## src/rtl/iodec_pkg.sv

```systemverilog
package iodec_pkg;

   // fixed window source positions in the match vector
   localparam int FIX_N       = 7;
   localparam int SRC_SIO     = 0;
   localparam int SRC_MC2     = 1;
   localparam int SRC_KBC     = 2;
   localparam int SRC_MC1     = 3;
   localparam int SRC_GAME_LO = 4;
   localparam int SRC_GAME_HI = 5;
   localparam int SRC_LPT     = 6;

   // enable register bit positions
   localparam int EN_LPT_BIT     = 2;
   localparam int EN_GAME_LO_BIT = 8;
   localparam int EN_GAME_HI_BIT = 9;
   localparam int EN_KBC_BIT     = 10;
   localparam int EN_MC1_BIT     = 11;
   localparam int EN_SIO_BIT     = 12;
   localparam int EN_MC2_BIT     = 13;

   // implemented bits per register kind
   localparam logic [31:0] EN_KEEP  = 32'h0000_3F04;
   localparam logic [31:0] SEL_KEEP = 32'h0000_0003;
   localparam logic [31:0] GEN_KEEP = 32'h00FC_FFFD;

   // generic window field layout
   localparam int GEN_MASK_LO = 18;
   localparam int GEN_MASK_W  = 6;
   localparam int GEN_BASE_LO = 2;
   localparam int GEN_BASE_W  = 14;
   localparam int GEN_SPAN_W  = GEN_BASE_W + GEN_BASE_LO;

   typedef enum logic [1:0] {
      LPT_PRIMARY = 2'b00,
      LPT_RSVD_A  = 2'b01,
      LPT_MONO    = 2'b10,
      LPT_RSVD_B  = 2'b11
   } lpt_sel_e;

   typedef struct packed {
      logic mc2;
      logic sio;
      logic mc1;
      logic kbc;
      logic game_hi;
      logic game_lo;
      logic lpt;
   } fix_en_t;

   typedef struct packed {
      logic [GEN_MASK_W-1:0] dc_mask;
      logic [GEN_BASE_W-1:0] base;
      logic                  on;
   } gen_win_t;

endpackage

```

## src/rtl/iodec_regs.sv

```systemverilog
module iodec_regs
   import iodec_pkg::*;
#(
   parameter int NGEN  = 4,
   parameter int IDX_W = 3
) (
   input  logic                 clk,
   input  logic                 rst_n,
   input  logic                 cfg_we,
   input  logic [IDX_W-1:0]     cfg_idx,
   input  logic [31:0]          cfg_wdata,
   output logic [31:0]          cfg_rdata,
   output fix_en_t              fix_en,
   output lpt_sel_e             lpt_sel,
   output gen_win_t [NGEN-1:0]  gen_win
);

   localparam int IDX_EN   = 0;
   localparam int IDX_SEL  = 1;
   localparam int IDX_GEN0 = 2;

   logic unused_wbits;
   assign unused_wbits = ^{cfg_wdata[31:24], cfg_wdata[17:16]};

   logic wr_en, wr_sel;
   assign wr_en  = cfg_we && (cfg_idx == IDX_W'(IDX_EN));
   assign wr_sel = cfg_we && (cfg_idx == IDX_W'(IDX_SEL));

   always_ff @(posedge clk or negedge rst_n) begin
      if (!rst_n) begin
         fix_en  <= '0;
         lpt_sel <= LPT_PRIMARY;
      end else begin
         if (wr_en) begin
            fix_en.mc2     <= cfg_wdata[EN_MC2_BIT];
            fix_en.sio     <= cfg_wdata[EN_SIO_BIT];
            fix_en.mc1     <= cfg_wdata[EN_MC1_BIT];
            fix_en.kbc     <= cfg_wdata[EN_KBC_BIT];
            fix_en.game_hi <= cfg_wdata[EN_GAME_HI_BIT];
            fix_en.game_lo <= cfg_wdata[EN_GAME_LO_BIT];
            fix_en.lpt     <= cfg_wdata[EN_LPT_BIT];
         end
         if (wr_sel) begin
            lpt_sel <= lpt_sel_e'(cfg_wdata[1:0]);
         end
      end
   end

   for (genvar k = 0; k < NGEN; k++) begin : g_win
      logic wr_k;
      assign wr_k = cfg_we && (cfg_idx == IDX_W'(IDX_GEN0 + k));
      always_ff @(posedge clk or negedge rst_n) begin
         if (!rst_n) begin
            gen_win[k] <= '0;
         end else if (wr_k) begin
            gen_win[k].dc_mask <= cfg_wdata[GEN_MASK_LO +: GEN_MASK_W];
            gen_win[k].base    <= cfg_wdata[GEN_BASE_LO +: GEN_BASE_W];
            gen_win[k].on      <= cfg_wdata[0];
         end
      end
   end

   always_comb begin
      cfg_rdata = '0;
      if (cfg_idx == IDX_W'(IDX_EN)) begin
         cfg_rdata[EN_MC2_BIT]     = fix_en.mc2;
         cfg_rdata[EN_SIO_BIT]     = fix_en.sio;
         cfg_rdata[EN_MC1_BIT]     = fix_en.mc1;
         cfg_rdata[EN_KBC_BIT]     = fix_en.kbc;
         cfg_rdata[EN_GAME_HI_BIT] = fix_en.game_hi;
         cfg_rdata[EN_GAME_LO_BIT] = fix_en.game_lo;
         cfg_rdata[EN_LPT_BIT]     = fix_en.lpt;
      end else if (cfg_idx == IDX_W'(IDX_SEL)) begin
         cfg_rdata[1:0] = lpt_sel;
      end
      for (int k = 0; k < NGEN; k++) begin
         if (cfg_idx == IDX_W'(IDX_GEN0 + k)) begin
            cfg_rdata[GEN_MASK_LO +: GEN_MASK_W] = gen_win[k].dc_mask;
            cfg_rdata[GEN_BASE_LO +: GEN_BASE_W] = gen_win[k].base;
            cfg_rdata[0]                         = gen_win[k].on;
         end
      end
   end

   AST_RSVD_READ_ZERO: assert property (@(posedge clk) disable iff (!rst_n)
      (int'(cfg_idx) >= IDX_GEN0 && int'(cfg_idx) < IDX_GEN0 + NGEN)
         |-> ((cfg_rdata & ~GEN_KEEP) == 32'h0));

   AST_CFG_HOLD: assert property (@(posedge clk) disable iff (!rst_n)
      !cfg_we |=> ($stable(fix_en) && $stable(lpt_sel) && $stable(gen_win)));

endmodule

```

## src/rtl/iodec_fixed.sv

```systemverilog
module iodec_fixed
   import iodec_pkg::*;
#(
   parameter int ADDR_W = 16
) (
   input  fix_en_t             fix_en,
   input  lpt_sel_e            lpt_sel,
   input  logic [ADDR_W-1:0]   addr,
   output logic [FIX_N-1:0]    hit
);

   function automatic logic is_at(input logic [ADDR_W-1:0] a, input int v);
      return a == ADDR_W'(v);
   endfunction

   function automatic logic in_span(input logic [ADDR_W-1:0] a, input int lo, input int hi);
      return (a >= ADDR_W'(lo)) && (a <= ADDR_W'(hi));
   endfunction

   logic lpt_primary_hit, lpt_mono_hit, lpt_win;

   always_comb begin
      lpt_primary_hit = in_span(addr, 'h378, 'h37F) || in_span(addr, 'h778, 'h77F);
      lpt_mono_hit    = in_span(addr, 'h3BC, 'h3BE) || in_span(addr, 'h7BC, 'h7BE);
      unique case (lpt_sel)
         LPT_PRIMARY: lpt_win = lpt_primary_hit;
         LPT_MONO:    lpt_win = lpt_mono_hit;
         default:     lpt_win = 1'b0;
      endcase
   end

   always_comb begin
      hit              = '0;
      hit[SRC_SIO]     = fix_en.sio && (is_at(addr, 'h2E) || is_at(addr, 'h2F));
      hit[SRC_MC2]     = fix_en.mc2 && (is_at(addr, 'h4E) || is_at(addr, 'h4F));
      hit[SRC_KBC]     = fix_en.kbc && (is_at(addr, 'h60) || is_at(addr, 'h64));
      hit[SRC_MC1]     = fix_en.mc1 && (is_at(addr, 'h62) || is_at(addr, 'h66));
      hit[SRC_GAME_LO] = fix_en.game_lo && in_span(addr, 'h200, 'h207);
      hit[SRC_GAME_HI] = fix_en.game_hi && in_span(addr, 'h208, 'h20F);
      hit[SRC_LPT]     = fix_en.lpt && lpt_win;
   end

endmodule

```

## src/rtl/iodec_gen_win.sv

```systemverilog
module iodec_gen_win
   import iodec_pkg::*;
#(
   parameter int ADDR_W = 16
) (
   input  gen_win_t            win,
   input  logic [ADDR_W-1:0]   addr,
   output logic                hit
);

   logic [GEN_SPAN_W-1:0] care;
   logic [GEN_SPAN_W-1:0] ref_addr;
   logic                  upper_clear;
   logic                  low_match;

   always_comb begin
      care = '1;
      care[GEN_BASE_LO-1:0] = '0;
      care[GEN_BASE_LO +: GEN_MASK_W] = ~win.dc_mask;
      ref_addr = {win.base, {GEN_BASE_LO{1'b0}}};
   end

   if (ADDR_W > GEN_SPAN_W) begin : g_upper
      assign upper_clear = (addr[ADDR_W-1:GEN_SPAN_W] == '0);
   end else begin : g_no_upper
      assign upper_clear = 1'b1;
   end

   assign low_match = (((addr[GEN_SPAN_W-1:0] ^ ref_addr) & care) == '0);
   assign hit       = win.on && upper_clear && low_match;

endmodule

```

## src/rtl/io_window_decoder.sv

```systemverilog
module io_window_decoder
   import iodec_pkg::*;
#(
   parameter  int NGEN   = 4,
   parameter  int ADDR_W = 16,
   localparam int IDX_W  = $clog2(NGEN + 2),
   localparam int SRC_N  = FIX_N + NGEN
) (
   input  logic               clk,
   input  logic               rst_n,
   input  logic               cfg_we,
   input  logic [IDX_W-1:0]   cfg_idx,
   input  logic [31:0]        cfg_wdata,
   output logic [31:0]        cfg_rdata,
   input  logic               io_valid,
   input  logic [ADDR_W-1:0]  io_addr,
   output logic               fwd_hit,
   output logic [SRC_N-1:0]   fwd_src
);

   if (NGEN < 1 || NGEN > 8) begin : g_bad_ngen
      $error("io_window_decoder: NGEN must be within 1..8");
   end
   if (ADDR_W < GEN_SPAN_W) begin : g_bad_addr
      $error("io_window_decoder: ADDR_W must cover the 16-bit I/O space");
   end

   fix_en_t              fix_en;
   lpt_sel_e             lpt_sel;
   gen_win_t [NGEN-1:0]  gen_win;
   logic [FIX_N-1:0]     fix_hit;
   logic [NGEN-1:0]      gen_hit;
   logic [SRC_N-1:0]     match;

   iodec_regs #(.NGEN(NGEN), .IDX_W(IDX_W)) u_regs (
      .clk       (clk),
      .rst_n     (rst_n),
      .cfg_we    (cfg_we),
      .cfg_idx   (cfg_idx),
      .cfg_wdata (cfg_wdata),
      .cfg_rdata (cfg_rdata),
      .fix_en    (fix_en),
      .lpt_sel   (lpt_sel),
      .gen_win   (gen_win)
   );

   iodec_fixed #(.ADDR_W(ADDR_W)) u_fixed (
      .fix_en  (fix_en),
      .lpt_sel (lpt_sel),
      .addr    (io_addr),
      .hit     (fix_hit)
   );

   for (genvar k = 0; k < NGEN; k++) begin : g_gen
      iodec_gen_win #(.ADDR_W(ADDR_W)) u_win (
         .win  (gen_win[k]),
         .addr (io_addr),
         .hit  (gen_hit[k])
      );

      AST_GEN_OFF_NO_HIT: assert property (@(posedge clk) disable iff (!rst_n)
         (io_valid && !gen_win[k].on) |=> !fwd_src[FIX_N + k]);
   end

   assign match = {gen_hit, fix_hit};

   always_ff @(posedge clk or negedge rst_n) begin
      if (!rst_n) begin
         fwd_hit <= 1'b0;
         fwd_src <= '0;
      end else begin
         fwd_hit <= io_valid && (match != '0);
         fwd_src <= io_valid ? match : '0;
      end
   end

   AST_IDLE_QUIET: assert property (@(posedge clk) disable iff (!rst_n)
      !io_valid |=> (!fwd_hit && fwd_src == '0));

   AST_LPT_SEL_UNUSED: assert property (@(posedge clk) disable iff (!rst_n)
      (io_valid && lpt_sel[0]) |=> !fwd_src[SRC_LPT]);

   AST_HIGH_ADDR_FIXED_MISS: assert property (@(posedge clk) disable iff (!rst_n)
      (io_valid && io_addr[ADDR_W-1:12] != '0) |=> (fwd_src[FIX_N-1:0] == '0));

   AST_SRC_IMPLIES_HIT: assert property (@(posedge clk) disable iff (!rst_n)
      (fwd_src != '0) |-> fwd_hit);

endmodule

```

## config.mk

```make
export PLATFORM = sky130hd
export DESIGN_NAME = io_window_decoder
export DESIGN_NICKNAME = d
export VERILOG_FILES = /design/src/rtl/iodec_pkg.sv /design/src/rtl/iodec_regs.sv /design/src/rtl/iodec_fixed.sv /design/src/rtl/iodec_gen_win.sv /design/src/rtl/io_window_decoder.sv
export SDC_FILE = /design/constraint.sdc
export NUM_CORES = 1
export LEC_CHECK = 0
export ABC_CLOCK_PERIOD_IN_PS = 5300
export BUFFER_PORTS_ARGS = -buffer_cell sky130_fd_sc_hd__buf_2
export CAP_MARGIN = 20
export CORE_MARGIN = 8
export CORE_UTILIZATION = 40
export DETAILED_ROUTE_END_ITERATION = 8
export HOLD_SLACK_MARGIN = 0.1
export PLACE_DENSITY = 0.61
export SYNTH_ARGS = -nofsm -noshare
export SYNTH_HDL_FRONTEND = slang
export SYNTH_SLANG_ARGS = --single-unit
```

## constraint.sdc

```tcl
create_clock -name clk -period 5.3 [get_ports clk]
set_input_delay 1.06 -clock clk [delete_from_list [all_inputs] [get_ports clk]]
set_output_delay 1.06 -clock clk [all_outputs]
set_load 0.01 [all_outputs]
```

==> results of run 1 <==
[sequential cells by signal (all words and copies together), names as in the netlist]
name,cells
u_regs.fix_en,7
fwd_hit,1
u_regs.gen_win,84
u_regs.lpt_sel,2
fwd_src,11
[cell type report]
class / instances / area, µm² / share of cell area
multi-input cells: 316 / 2750 / 0.433
flip-flops and latches: 105 / 2630 / 0.414
repair buffers: 84 / 438 / 0.0690
clock buffers: 12 / 267 / 0.0420
well taps: 180 / 225 / 0.0355
clock inverters: 2 / 37.5 / 0.00592
inverters: 1 / 3.75 / 0.000592
[path summary, 6_finish.rpt]
path	start	endpoint	slack, ns	cells after the start
max	cfg_idx[0]	cfg_rdata[13]	1.33	5
min	u_regs.gen_win[18]$_DFFE_PN0P_	u_regs.gen_win[18]$_DFFE_PN0P_	0.54	1
max reg2reg	u_regs.gen_win[7]$_DFFE_PN0P_	fwd_hit$_DFF_PN0_	3.19	5
min reg2reg	u_regs.gen_win[18]$_DFFE_PN0P_	u_regs.gen_win[18]$_DFFE_PN0P_	0.54	1
max in group asynchronous	rst_n	fwd_src[1]$_DFF_PN0_	3.42	2
min in group asynchronous	rst_n	u_regs.gen_win[52]$_DFFE_PN0P_	0.84	1
[synthesized netlist by cell type (all sizes together) (4+ instances only)]
library cell	number	area, µm²
nand2b	5	31.3
xnor2	44	385
nand2	7	33.8
o22a	4	35.0
nor4	8	71.3
dfrtp	105	2630
nor2	16	67.6
nor3	6	30.0
nand4	4	25.0
buf	25	149
mux2i	35	350
a21oi	4	20.0
clkbuf	17	63.8
o22ai	24	150
xor2	12	105
nand3	6	30.0
mux2	100	1130
a22oi	7	52.6
[worst reg2reg max path: stages, from the launching register on]
cell	delay, ns
dfrtp_1	0.40
xor2_1	0.18
nor4_1	0.47
nand4_1	0.20
or4_1	0.56
a41oi_1	0.23
[per-stage QoR]
stage	power (µW)	setup slack [ns]	cell area (µm²)	util	hold slack [ns]
2_1_floorplan	1480	1.96	5590	-	0.495
3_3_place_gp	1650	1.43	6040	0.440	0.515
3_5_place_dp	1670	1.45	6040	0.440	0.524
4_1_cts	2360	1.39	6340	0.462	0.539
5_1_grt	2450	1.29	6340	0.462	0.552
6_report	2340	1.33	6340	0.462	0.538
[routing by layer]
metal,global-route usage,part of all wire,wire (µm),vias to the layer above
met5,0,0,0,-
met4,0.0655,0.024,359,0
met3,0.0434,0.063,958,21
met2,0.289,0.49,7390,123
met1,0.210,0.42,6410,1939
li1,-,-,-,1750
[cell families after synthesis]
group / after synthesis / synth area share
AOI/OAI and AO/OA: 49 / 0.0609
muxes: 135 / 0.266
and+or+nand+nor: 66 / 0.0719
xor gates and xnor gates: 56 / 0.0883
DFF: 105 / 0.473
other: 1 / 0.000675
buffers and inverters: 43 / 0.0390
[power breakdown]
part / switching (µW) / total [µW] / internal, µW
combinational: 253 / 549 / 296
clock: 288 / 688 / 400
sequential: 146 / 1100 / 959
total: 687 / 2340 / 1660
==> out/metrics.cfg, run 1 <==
[status]
status=completed

[power]
p_per_area_mw_per_mm2=369
peakVddDrop_mv=0.176
p_leak_uw=0.00279

[routing]
ant_nets=0
drt_pass1_iterations=4
wl_per_cell_um=21.6
drt_iter0_drc=354
drt-total-wl_mm=15.1
drc_errors=0
vias=3833
viasPerCell=5.48

[synthesis]
syn_area_mm2=0.00555
yosysSeqAreaShare=0.473
synth_area_per_cell_um2=12.2
yosys_warnings=0
synthArstFlopShare=1.00
synth_ff_type=dfrtp_1
synth-edff-count=0
ys_ff_latch=105
netlist_instances=455
yosysUniqueCellTypes=44

[sta]
timing.setup.tns_ns=0
fmax_mhz=252
worstMarginPinSlew_ns=0.953
fin_skew_ns=0.00771
grt_setup_unrepaired=no
slew_headroom=0.364
finalCritPeriodShare=0.750
setup_violations=0
timing.final.crit_period_ns=3.97
slew_violations=0
hold_viol=0

[cts]
path_clk_slew_ns=0.07
cts_buffers=9
clock_latency_ns=0.35
cts_root_buffer=clkbuf_16
cts-resized-gates=0
clk_path_buf_depth=2
holdBufCountCts=0
cts_setup_buffers=0
h-tree-depth=3
cts_tree=built
cts_sinks=105

[global_routing]
grt_pass1_wl_mm=23.7
grt_pass1_vias=4135
grt_max_degree=73
globalRouteTotalUtil=0.173
antenna_found_initial=0
grt.overflow.total=0

[setup_path]
worstPathCellList=buf_2 -> nor2_1 -> a22oi_1 -> o22ai_1 -> buf_2
critPathMaxStageDelay_ns=0.71
cp.buffers_inverters=2
worstPathArrival_ns=2.91
path_class=input pin to output port
cp-end-kind=output port
cpMostUsedCell=buf_2
crit_path_max_fanout=33
slowest_stage=nor2_1
cp-start-kind=input pin
cpLargestDelayFamily=simple AND/OR/NAND/NOR gates
cp.required_ns=4.24

[finish]
diodes=0
num-fill-cells=1280
final_cell_count_no_fill=700
area_growth_pct=14.3
final_cell_mix=105 x dfrtp_1, 100 x mux2_2, 77 x buf_2, 44 x xnor2_1, 35 x mux2i_1
layout_commonest_cell=dfrtp_1
drive_above_1_share=0.398
nets=572

[worst_hold_path]
holdCritPathClass=register to register

[flow_run]
cap_violations=0

[placement]
placedCellCount=686
hpwl_mm=10.9
io_buffers=78
finalWeightedCongestion=0.820

[floorplanning]
die_area_mm2=0.0179
die_w_um=134
die_height_um=134
coreArea_mm2=0.0137
std_cell_rows=43
top_level_ports=99
start_util=0.405

Power figures use the tool's default switching activity.
==> run 2, diff against run 1 <==
--- a/config.mk
+++ b/config.mk
@@ -5,7 +5,7 @@
 export SDC_FILE = /design/constraint.sdc
 export NUM_CORES = 1
 export LEC_CHECK = 0
-export ABC_CLOCK_PERIOD_IN_PS = 5300
+export ABC_CLOCK_PERIOD_IN_PS = 3900
 export BUFFER_PORTS_ARGS = -buffer_cell sky130_fd_sc_hd__buf_2
 export CAP_MARGIN = 20
 export CORE_MARGIN = 8
==> constraint.sdc (replaced) <==
create_clock -name clk -period 3.9 [get_ports clk]
set_input_delay 0.78 -clock clk [delete_from_list [all_inputs] [get_ports clk]]
set_output_delay 0.78 -clock clk [all_outputs]
set_load 0.01 [all_outputs]
==> out/metrics.cfg, run 2 (same netlist as run 1, synthesis figures left out) <==
[cts]
clock_latency_ns=0.34  ; about the same
cts_root_buffer=clkbuf_16
cts_setup_buffers=0  ; unchanged
h-tree-depth=3  ; unchanged
cts_sinks=105  ; unchanged
cts-resized-gates=0  ; unchanged
path_clk_slew_ns=0.07  ; about the same
cts_buffers=9  ; unchanged
holdBufCountCts=0  ; unchanged
clk_path_buf_depth=2  ; unchanged
cts_tree=built

[routing]
drt-total-wl_mm=15.0  ; -0.94%
viasPerCell=5.46  ; -0.31%
drt_iter0_drc=229  ; -35%
drt_pass1_iterations=4  ; unchanged
vias=3854  ; +0.55%
ant_nets=0  ; unchanged
drc_errors=0  ; unchanged
wl_per_cell_um=21.2  ; -1.8%

[sta]
slew_violations=0  ; unchanged
fin_skew_ns=0.00632  ; -0.00138 ns
setup_violations=0  ; unchanged
grt_setup_unrepaired=no
worstMarginPinSlew_ns=0.869  ; -0.0843 ns
finalCritPeriodShare=0.826
hold_viol=0  ; unchanged
timing.setup.tns_ns=0  ; unchanged
slew_headroom=0.421  ; +0.0562
hold_ws_ns=0.487  ; -0.0511 ns
timing.final.crit_period_ns=3.22
fmax_mhz=310

[power]
peakVddDrop_mv=0.210  ; +19%
p_leak_uw=0.00282  ; +1.1%
p_per_area_mw_per_mm2=498  ; +35%
total_power_uw=3190  ; +36%

[floorplanning]
start_util=0.405  ; unchanged
die_w_um=134  ; unchanged
die_height_um=134  ; unchanged
die_area_mm2=0.0179  ; unchanged
coreArea_mm2=0.0137  ; unchanged
std_cell_rows=43  ; unchanged
top_level_ports=99  ; unchanged

[flow_run]
cap_violations=0  ; unchanged

[setup_path]
worstPathArrival_ns=2.44  ; -0.47 ns
regToRegSetupSlack_ns=1.83  ; -1.36 ns
crit_path_max_fanout=25  ; -24%
r2r-start=u_regs.gen_win[11]$_DFFE_PN0P_
rr_worst_depth=5  ; unchanged
cp-end-kind=output port
path_class=input pin to output port
cp-start-kind=input pin
r2r_end=fwd_hit$_DFF_PN0_
cp.required_ns=3.12  ; -1.12 ns

[global_routing]
grt.overflow.total=0  ; unchanged
grt_pass1_wl_mm=23.8  ; +0.46%
grt_pass1_vias=4221  ; +2.1%
grt_max_degree=55  ; -25%
globalRouteTotalUtil=0.171  ; -0.00206
antenna_found_initial=1  ; +1

[placement]
finalWeightedCongestion=0.812  ; -0.98%
hpwl_mm=10.9  ; +0.44%
io_buffers=78  ; unchanged

[finish]
reg_top3=u_regs.gen_win (84), fwd_src (11), u_regs.fix_en (7)
largest_reg_flops=84  ; unchanged
regMostFlops=u_regs.gen_win
area_growth_pct=15.4
final_cell_mix=105 x dfrtp_1, 100 x mux2_2, 77 x buf_2, 44 x xnor2_1, 35 x mux2i_1
diodes=0  ; unchanged
drive_above_1_share=0.401  ; +0.00306
nets=576  ; +0.70%
layout_commonest_cell=dfrtp_1

[worst_hold_path]
holdCritPathClass=input pin to async pin

[status]
status=completed

run 2: cell types whose count changed in the layout (fill, tap and decap cells not counted), sizes merged:
cell,change
buf,+4
clkinv,+1
clkinvlp,-1
clkbuf,+2
run 2: how the worst max path moves through the flow:
stage,startpoint,to,slack (ns),depth (start not counted)
floorplan,cfg_idx[0],cfg_rdata[14],1.12,5
global placement,cfg_idx[0],cfg_rdata[0],0.75,5
detailed placement,cfg_idx[0],cfg_rdata[0],0.74,5
CTS,cfg_idx[0],cfg_rdata[0],0.75,5
global route,cfg_idx[0],cfg_rdata[0],0.69,5
finish,cfg_idx[0],cfg_rdata[13],0.68,5
run 2: stage by stage:
step	utilization	instances	area (µm²)	setup WS, ns
after floorplan	-	464	5590	1.12
after detailed placement	0.444	690	6100	0.738
final	0.467	706	6400	0.678
after global placement	0.444	690	6100	0.748
after global routing	0.467	706	6400	0.692
after CTS	0.467	706	6400	0.746
run 2: critical path: stages:
cell	delay [ns]
buf_2	0.32
nor2_1	0.66
a22oi_1	0.19
o22ai_1	0.29
buf_2	0.19
run 2: area by class of cell:
cell class	instances	area, µm²
Clock inverter	2	35.0
Tap cell	180	225
Sequential cell	105	2630
Inverter	1	3.75
Timing Repair Buffer	88	493
Multi-Input combinational cell	316	2750
Clock buffer	14	274
Fill cell	1254	7310
run 2: power breakdown:
| part | total [µW] | internal (µW) | switching, µW |
|---|---|---|---|
| logic | 745 | 407 | 338 |
| clock network | 940 | 550 | 390 |
| registers | 1500 | 1300 | 201 |
run 2: per-layer routing:
layer  vias up  GRT usage  wire length, µm
met4         2     0.0599              232
met1      1962      0.214             6530
li1       1760          -                -
met2       112      0.282             7300
met5         -          0               10
met3        18     0.0408              906
==> run 3, diff against run 2 <==
--- a/config.mk
+++ b/config.mk
@@ -5,7 +5,8 @@
 export SDC_FILE = /design/constraint.sdc
 export NUM_CORES = 1
 export LEC_CHECK = 0
-export ABC_CLOCK_PERIOD_IN_PS = 3900
+export ABC_AREA = 1
+export ABC_CLOCK_PERIOD_IN_PS = 3300
 export BUFFER_PORTS_ARGS = -buffer_cell sky130_fd_sc_hd__buf_2
 export CAP_MARGIN = 20
 export CORE_MARGIN = 8
==> constraint.sdc (replaced) <==
create_clock -name clk -period 3.3 [get_ports clk]
set_input_delay 0.66 -clock clk [delete_from_list [all_inputs] [get_ports clk]]
set_output_delay 0.66 -clock clk [all_outputs]
set_load 0.01 [all_outputs]
==> out/metrics.cfg, run 3 <==
[global_routing]
use_met1=0.275  ; +0.0613
grt_busiest_layer=met2
grt_pass1_wl_mm=27.8  ; +16%
globalRouteTotalUtil=0.194  ; +0.0235
grt.overflow.total=0  ; unchanged
grt_use_met3=0.0339  ; -0.00685
grt_max_degree=55  ; unchanged
grtUsageMet2=0.291  ; +0.00902
antenna_found_initial=1  ; unchanged
grt_pass1_vias=4896  ; +16%

[placement]
dp_slack_ns=0.552  ; -0.187 ns
hpwl_mm=13.0  ; +18%
placed_area_mm2=0.00632  ; +3.7%
io_buffers=78  ; unchanged
finalWeightedCongestion=0.945  ; +16%
placedCellCount=1012  ; +47%

[setup_path]
cp.required_ns=2.64  ; -0.48 ns
slowest_stage=nor2_4
rr_worst_depth=9  ; +4
crit_path_max_fanout=13  ; -48%
worstPathArrival_ns=2.09  ; -0.35 ns
path_class=input pin to output port
cpLargestDelayFamily=buffers and inverters
r2r_end=fwd_hit$_DFF_PN0_
cp-end-kind=output port
regToRegSetupSlack_ns=1.75  ; -0.08 ns
critPathMaxStageDelay_ns=0.37  ; -0.29 ns
r2r-start=u_regs.gen_win[38]$_DFFE_PN0P_
worstPathCellList=buf_2 -> inv_2 -> nand2_2 -> nor2_4 -> inv_1 -> o22ai_1 -> a21oi_1 -> o211ai_1 -> buf_2
cpMostUsedCell=buf_2
cp.buffers_inverters=4  ; +2
cp-start-kind=input pin

[synthesis]
synth_area_per_cell_um2=7.64  ; -37%
yosysUniqueCellTypes=42  ; -4.5%
yosysTopAreaCell=dfrtp_1
netlist_instances=775  ; +70%
yosys_warnings=0  ; unchanged
syn_area_mm2=0.00592  ; +6.6%
synthArstFlopShare=1.00  ; unchanged
synthDominantCellAreaShare=0.444  ; -0.0293
synth_most_common_cell=nand2_1
synthTopCellsByCount=250 x nand2_1, 105 x dfrtp_1, 92 x inv_1
synth-edff-count=0  ; unchanged
ys_ff_latch=105  ; unchanged
yosysSeqAreaShare=0.444  ; -0.0293
netlist_top_cells_area=dfrtp_1 44%, nand2_1 16%, inv_1 5.8%
synth_ff_type=dfrtp_1

[sta]
slew_violations=0  ; unchanged
fin_skew_ns=0.00619  ; -0.000134 ns
setup_violations=0  ; unchanged
slew_headroom=0.517  ; +0.0962
grt_setup_unrepaired=no
hold_viol=0  ; unchanged
finalCritPeriodShare=0.833
fmax_mhz=364
timing.final.crit_period_ns=2.75
timing.setup.tns_ns=0  ; unchanged
worstMarginPinSlew_ns=0.725  ; -0.144 ns
timing.final.ws_setup_ns=0.550  ; -0.128 ns
hold_ws_ns=0.356  ; -0.131 ns

[cts]
cts_root_buffer=clkbuf_16
path_clk_slew_ns=0.07  ; about the same
h-tree-depth=3  ; unchanged
cts_sinks=105  ; unchanged
cts_setup_buffers=0  ; unchanged
cts-resized-gates=0  ; unchanged
cts_tree=built
clock_latency_ns=0.35  ; about the same
clk_path_buf_depth=2  ; unchanged
cts_buffers=9  ; unchanged
holdBufCountCts=0  ; unchanged

[finish]
fin_area_mm2=0.00659  ; +2.9%
drive_above_1_share=0.174  ; -0.227
area_growth_pct=11.3
num-fill-cells=1482  ; +18%
reg_top3=u_regs.gen_win (84), fwd_src (11), u_regs.fix_en (7)
seq_area_mm2=0.00263  ; unchanged
multi_input_area_mm2=0.00262  ; -4.6%
final_cell_count_no_fill=1028  ; +46%
regMostFlops=u_regs.gen_win
nets=894  ; +55%
final_cell_mix=250 x nand2_1, 105 x dfrtp_1, 92 x inv_1, 77 x buf_2
layout_commonest_cell=nand2_1
largest_reg_flops=84  ; unchanged

[routing]
drt_iter0_drc=544  ; +140%
drt-total-wl_mm=17.8  ; +19%
vias=5218  ; +35%
drt_pass1_iterations=7  ; +3
drc_errors=0  ; unchanged
viasPerCell=5.08  ; -7.0%
wl_per_cell_um=17.3  ; -18%
ant_nets=0  ; unchanged

[status]
status=completed

[floorplanning]
std_cell_rows=44  ; +2.3%
die_area_mm2=0.0189  ; +5.8%
coreArea_mm2=0.0145  ; +5.5%
die_w_um=138  ; +2.9%
top_level_ports=99  ; unchanged
start_util=0.409  ; +0.00409
die_height_um=138  ; +2.9%

[power]
p_per_area_mw_per_mm2=530  ; +6.5%
p_leak_uw=0.00345  ; +22%
peakVddDrop_mv=0.253  ; +21%

[flow_run]
cap_violations=0  ; unchanged

[worst_hold_path]
holdCritPathClass=input pin to async pin

==> run 3: changes by cell type after synthesis, moves of 37 or more <==
cell / before / now
mux2_2: 100 / 0
nand2_1: 6 / 250
inv_1: 1 / 92
o21ai_1: 0 / 54
nor2_1: 15 / 54
xnor2_1: 44 / 7
==> run 3: worst reg2reg max path: cells and delay by family (launching register included) <==
family	cells	cell delay (ns)
and+or+nand+nor	7	0.64
AOI/OAI and AO/OA	2	0.42
DFF	1	0.40
==> run 3: logic make-up (layout without fill, tap and decap cells) <==
| logic type | count (synthesis) | after routing | share of synthesized area |
|---|---|---|---|
| AOI/OAI and AO/OA | 154 | 154 | 0.163 |
| buffers and inverters | 141 | 200 | 0.119 |
| DFF | 105 | 105 | 0.444 |
| and+or+nand+nor | 366 | 366 | 0.262 |
| other | 1 | 11 | 0.000634 |
| xor gates and xnor gates | 8 | 8 | 0.0118 |
==> run 3: where the power goes <==
| group | internal (µW) | total [µW] | switching, µW |
|---|---|---|---|
| Sequential | 1500 | 1700 | 202 |
| Combinational | 303 | 792 | 489 |
| Clock | 524 | 997 | 473 |
==> run 3: worst max-delay path by stage <==
stage	startpoint	to	slack, ns	cells past startpoint
2_1_floorplan	cfg_idx[2]	cfg_rdata[19]	1.20	6
3_3_place_gp	cfg_idx[2]	cfg_rdata[7]	0.53	8
3_5_place_dp	cfg_idx[2]	cfg_rdata[7]	0.55	8
4_1_cts	cfg_idx[2]	cfg_rdata[7]	0.54	8
5_1_grt	cfg_idx[2]	cfg_rdata[8]	0.46	9
6_report	cfg_idx[2]	cfg_rdata[13]	0.55	9
==> run 3: layout make-up <==
class / instances / share of cell area
multi-input combinational: 538 / 0.398
tap: 184 / 0.0349
timing repair buffer: 83 / 0.0691
sequential: 105 / 0.399
inverter: 102 / 0.0591
clock buffer: 11 / 0.0368
antenna: 1 / 0.000380
clock inverter: 4 / 0.00304
==> run 3: stage by stage <==
stage | power [µW] | utilization
after CTS | 3510 | 0.455
final | 3490 | 0.455
after global routing | 3700 | 0.455
after floorplan | 2230 | -
after detailed placement | 2510 | 0.437
after global placement | 2500 | 0.437
==> run 3: metal layers <==
layer  routed length, µm  part of all wire  up-vias
met5                   0                 0        -
met2                7890              0.44      162
met3                1270             0.071       17
li1                    -                 -     2585
met4                 278             0.016        0
met1                8380              0.47     2454
